`src/rtl/bridge_serr_unit.sv`:
```
module bridge_serr_unit #(
  parameter int RETRY_W = 24
) (
  input  logic clk,
  input  logic rst,
  input  logic cmd_serr_en,
  input  logic cmd_perr_resp,
  input  logic bctl_perr_resp,
  input  logic bctl_serr_fwd,
  input  logic sec_serr_n,
  input  logic pw_tabort,
  input  logic pw_mabort,
  input  logic pw_perr,
  input  logic pw_perr_up,
  input  logic pw_perr_sec,
  input  logic pw_perr_self,
  input  logic pw_retry,
  input  logic pw_retry_up,
  input  logic pw_done,
  input  logic pw_done_up,
  input  logic dw_retry,
  input  logic dw_retry_up,
  input  logic dw_done,
  input  logic dw_done_up,
  input  logic clr_sig,
  input  logic clr_rcv,
  output logic pri_serr_n,
  output logic sts_sig_serr,
  output logic sts_rcv_serr
);

  localparam int NPATH = 4;

  logic [NPATH-1:0] rty, dn, dsc;
  logic [RETRY_W-1:0] cnt [NPATH];
  logic sec_q;

  // path order: posted down, posted up, delayed down, delayed up
  assign rty = {dw_retry & dw_retry_up, dw_retry & ~dw_retry_up,
                pw_retry & pw_retry_up, pw_retry & ~pw_retry_up};
  assign dn  = {dw_done & dw_done_up, dw_done & ~dw_done_up,
                pw_done & pw_done_up, pw_done & ~pw_done_up};

  for (genvar g = 0; g < NPATH; g++) begin : g_path
    assign dsc[g] = rty[g] & ~dn[g] & (&cnt[g]);
    always_ff @(posedge clk) begin
      if (rst || dn[g])
        cnt[g] <= '0;
      else if (rty[g])
        cnt[g] <= cnt[g] + 1'b1;
    end
  end

  wire sec_evt  = sec_q & ~sec_serr_n;
  wire fwd_evt  = sec_evt & bctl_serr_fwd;
  wire perr_ok  = pw_perr & ~pw_perr_self & cmd_perr_resp & bctl_perr_resp &
                  (pw_perr_up ^ pw_perr_sec);
  wire reason   = fwd_evt | pw_tabort | pw_mabort | perr_ok | (|dsc);
  wire fire     = cmd_serr_en & reason;

  always_ff @(posedge clk) begin
    if (rst) begin
      sec_q        <= 1'b1;
      pri_serr_n   <= 1'b1;
      sts_sig_serr <= 1'b0;
      sts_rcv_serr <= 1'b0;
    end else begin
      sec_q        <= sec_serr_n;
      pri_serr_n   <= ~fire;
      sts_sig_serr <= fire | (sts_sig_serr & ~clr_sig);
      sts_rcv_serr <= fwd_evt | (sts_rcv_serr & ~clr_rcv);
    end
  end

endmodule

```
`config.mk`:
```
export PLATFORM = sky130hd
export DESIGN_NAME = bridge_serr_unit
export DESIGN_NICKNAME = d
export VERILOG_FILES = /design/src/rtl/bridge_serr_unit.sv
export SDC_FILE = /design/constraint.sdc
export NUM_CORES = 1
export LEC_CHECK = 0
export ABC_CLOCK_PERIOD_IN_PS = 4400
export BUFFER_PORTS_ARGS = -buffer_cell sky130_fd_sc_hd__buf_4
export CORE_MARGIN = 2
export CORE_UTILIZATION = 55
export CTS_CLUSTER_SIZE = 20
export DETAILED_ROUTE_END_ITERATION = 10
export PLACE_DENSITY = 0.74
export SYNTH_ARGS = -nofsm -noshare
export SYNTH_HDL_FRONTEND = slang
export SYNTH_SLANG_ARGS = --single-unit
export TNS_END_PERCENT = 50
```
`constraint.sdc`:
```
create_clock -name clk -period 4.4 [get_ports clk]
set_clock_uncertainty 0.1 [all_clocks]
set_input_delay 0.66 -clock clk [delete_from_list [all_inputs] [get_ports clk]]
set_output_delay 0.66 -clock clk [all_outputs]
set_load 0.005 [all_outputs]
```
Word-level counts from Yosys, hierarchy flattened

Memory sizes are Yosys's and may differ from the RTL's.
Index checks and enable logic that the tools add are counted.

Reduce and logical (&&, ||, !) cells: 9
Bitwise logic cells: 49
Mux-type cells: 24
Add/sub/neg operators: 4

Operators by type and width:

| operator                                                         | number |
|---|---|
| 24-bit by 1-bit adder with 24-bit output (second input constant) | 4 |
| 24-bit 2-to-1 mux                                                | 4 |
| 24-bit AND reduction                                             | 4 |
| 1-bit bitwise AND                                                | 25 |
| 1-bit 2-to-1 mux                                                 | 20 |
| 1-bit NOT                                                        | 13 |
| 1-bit bitwise OR                                                 | 10 |
| 1-bit logical OR                                                 | 4 |
| 4-bit OR reduction                                               | 1 |
| 1-bit XOR                                                        | 1 |

Memories kept: 1
Bits in writable memories: 96
Bits in registers: 4
Input bits: 23

Memory list:

| memory | depth | bits a word | rd ports | clocked after memory_dff | wr ports | line | RTL |
|---|---|---|---|---|---|---|---|
| cnt    | 4     | 24          | 4        | 0                        | 4        | 35   | `logic [RETRY_W-1:0] cnt [NPATH];` |

Depth between registers and ports, before layout

Depth in word-level cells: 9
Gate-level depth with buffers: 6
Mapped depth without buffers: 6

Worst setup path before layout

No wires, ideal clock.

Path type: input to register
From: input dw_retry
To: memory cnt[2][0], enable pin
Slack: 1.419 ns
Arrival time: 2.442 ns
Path buffers: 0
Library setup time: 0.438 ns
Stages on the path: 2
Required time: 3.862 ns
Cells stage by stage: inv_1 o21ai_0

RTL lines:

| item        | line | RTL |
|---|---|---|
| from (decl) | 21   | `input logic dw_retry,` |
| to (decl)   | 35   |  |

==> flow_summary.yaml <==
cts:
  postCtsHoldBufs: 0
  postCtsResizedCells: 0
  h-tree-depth: 3
  post-cts-setup-buffer-count: 0
  cts_tree: "built"
  clock_path_buffers: 2
  cts_buffers: 9
  clkSlewWorstSetupHoldPaths_ps: 100
  clkSinkCount: 100
  worstSkewPairLatency_ps: 370
  cts_root_buffer: "clkbuf_8"
job:
  maxCapViolations: 0
placed_design:
  gp_congestion: 0.750
  placed_area_um2: 5640
  dp_hpwl_um: 6300
  io_buffers: 25
detailed_routing:
  dr.pass1.iters: 4
  vias: 3643
  post-route-drc-count: 0
  wl_per_cell_um: 14.4
  wirelength_um: 9430
  drt-initial-drc-count: 132
  ant_nets: 0
  via_per_inst: 5.58
setup_path:
  required_ps: 4570
  path_buf_inv: 0
  critPathKind: "flip-flop to flip-flop"
  critical_path.max_stage_delay_ps: 490
  end_kind: "flip-flop"
  crit_family: "simple AND/OR/NAND/NOR gates"
  cp_common_cell: "nand4_1"
  cp_max_fo: 7
  path_cells: "ha_1, nand4_1, nor3_2, nand4_1, a41o_1, or2_1"
  start_kind: "flip-flop"
  cpMaxStageDelayCell: "nor3_2"
  cp.arrival_ps: 2440
grt:
  antenna_found_initial: 0
  grt_first_pass_wirelength_um: 15700
  overflow: 0
  grt_usage_pct: 19.2
  grt_max_degree: 25
  grt_pass1_vias: 3495
synth:
  netlist.area_leader.share_pct: 54.0
  synth_area_leader_cell: "edfxtp_1"
  synth.cell_area_um2: 5340
  seq_area_frac_synth_pct: 55.5
  avgSynthCellArea_um2: 10.8
  synthTopCellsByArea: "edfxtp_1, xor2_1, nor2_1"
  synth-seq-cells: 100
  synthCells: 495
  yosys_warnings: 0
  synth.net_count: 522
  ys_types: 41
timing:
  timing.setup.tns_ps: 0
  fin_crit_ps: 2280
  finalSetupViolCount: 0
  whs_ps: 381
  rsz0062_at_grt: "false"
  slew_viol_final: 0
  hold_viol_final: 0
  period_share_pct: 51.7
  slew_headroom_pct: 21.0
  worst_pin_slew_ps: 1190
  fmax_mhz: 440
finish:
  final_nets: 546
  drive_gt1_share_pct: 10.7
  diodes: 0
  finalInstanceArea_um2: 5860
  fill_cells: 760
  area_growth_pct: 9.79
die:
  start_util_pct: 57.3
  rows: 35
  dieArea_um2: 10500
  die_width_um: 103
  core_area_um2: 9330
  ioPinCount: 26
  die_h_um: 103
power:
  vdd_ir_drop_max_uv: 154
  p_leak_uw: 0.00198
  power_density_nw_per_um2: 335
run_status:
  run_status: "finished clean"
min_path:
  hp-class: "input port to flip-flop"
placed cells by master (no fill, tap or decap), types with 15 or more instances in the layout:
cell type and n:
a21oi_1 15, buf_4 25, edfxtp_1 96, nand2_1 33
nand3_1 43, nand4_1 21, nor2_1 100, xnor2_1 25
xor2_1 55
flip-flops by register name (all words and copies together) (netlist names):
name,flops
cnt,96
sts_sig_serr,1
sts_rcv_serr,1
sec_q,1
pri_serr_n,1
area by class of cell:
type                       count  area, um^2  area share (%)
timing repair buffer          25         188            3.20
tap                          129         161            2.75
multi-input combinational    373        2290            39.1
inverter                      10        37.5           0.640
clock inverter                 6        96.3            1.64
sequential                   100        2960            50.5
clock buffer                  10         128            2.18
metal layers:
| layer | global-route usage (%) | share of wire, % | vias up |
|---|---|---|---|
| met2 | 30.8 | 48 | 60 |
| met1 | 26.2 | 46 | 1745 |
| met3 | 3.05 | 4.0 | 14 |
| met4 | 8.00 | 1.8 | 0 |
| met5 | 0 | 0 | - |
| li1 | - | - | 1824 |
cell families after synthesis:
group	Yosys count	share of synthesized area, %
flops	100	55.5
simple gates	261	25.9
buf+inv	22	1.71
fa+ha+maj	4	0.937
compound gates	28	2.84
xor+xnor	80	13.1
cell usage after synthesis:
cell type,number
nor4_1,3
nand3_2,1
and2_1,1
nand4b_1,1
a41oi_1,1
nand4_1,21
buf_6,1
nand4_2,1
and4_4,1
clkbuf_1,10
o21ai_0,10
a41o_1,1
dfxtp_1,4
nor3_2,2
nand4_4,2
o211ai_1,1
xor2_1,55
nor3b_1,1
a21oi_1,15
nand3_1,43
and3_2,1
nor2b_1,2
nor4_2,1
nand2b_1,3
nor3_4,1
and4_1,10
nor4_4,3
or4_1,1
buf_2,1
or2_2,2
or2_1,1
xnor2_1,25
or3_1,10
nor2_1,100
inv_1,10
nand2_1,33
nor3_1,7
nand3b_1,1
and3_1,8
ha_1,4
edfxtp_1,96
path summary, 6_finish.rpt:
kind	from	end	slack (ps)	depth (start not counted)
hold / removal	sec_serr_n	sec_q	380	2
hold reg to reg	sts_sig_serr	sts_sig_serr	390	2
setup / recovery	cnt[3][0]	pri_serr_n	2120	6
setup reg to reg	cnt[3][0]	pri_serr_n	2120	6
report_power, final:
part	internal, uW	leakage [uW]	switching, uW
registers	1110	0.00109	60.9
logic	54.2	0.000786	70.6
clock network	328	0.000109	339
stage by stage:
step	power [uW]	instances	setup slack (ps)	util [%]
4_1_cts	1980	653	2150	62.9
6_report	1960	653	2120	62.9
5_1_grt	2030	653	2010	62.9
3_3_place_gp	1310	637	2150	60.5
3_5_place_dp	1320	637	2040	60.5
2_1_floorplan	1260	495	1420	-
Power figures use the tool's default switching activity.
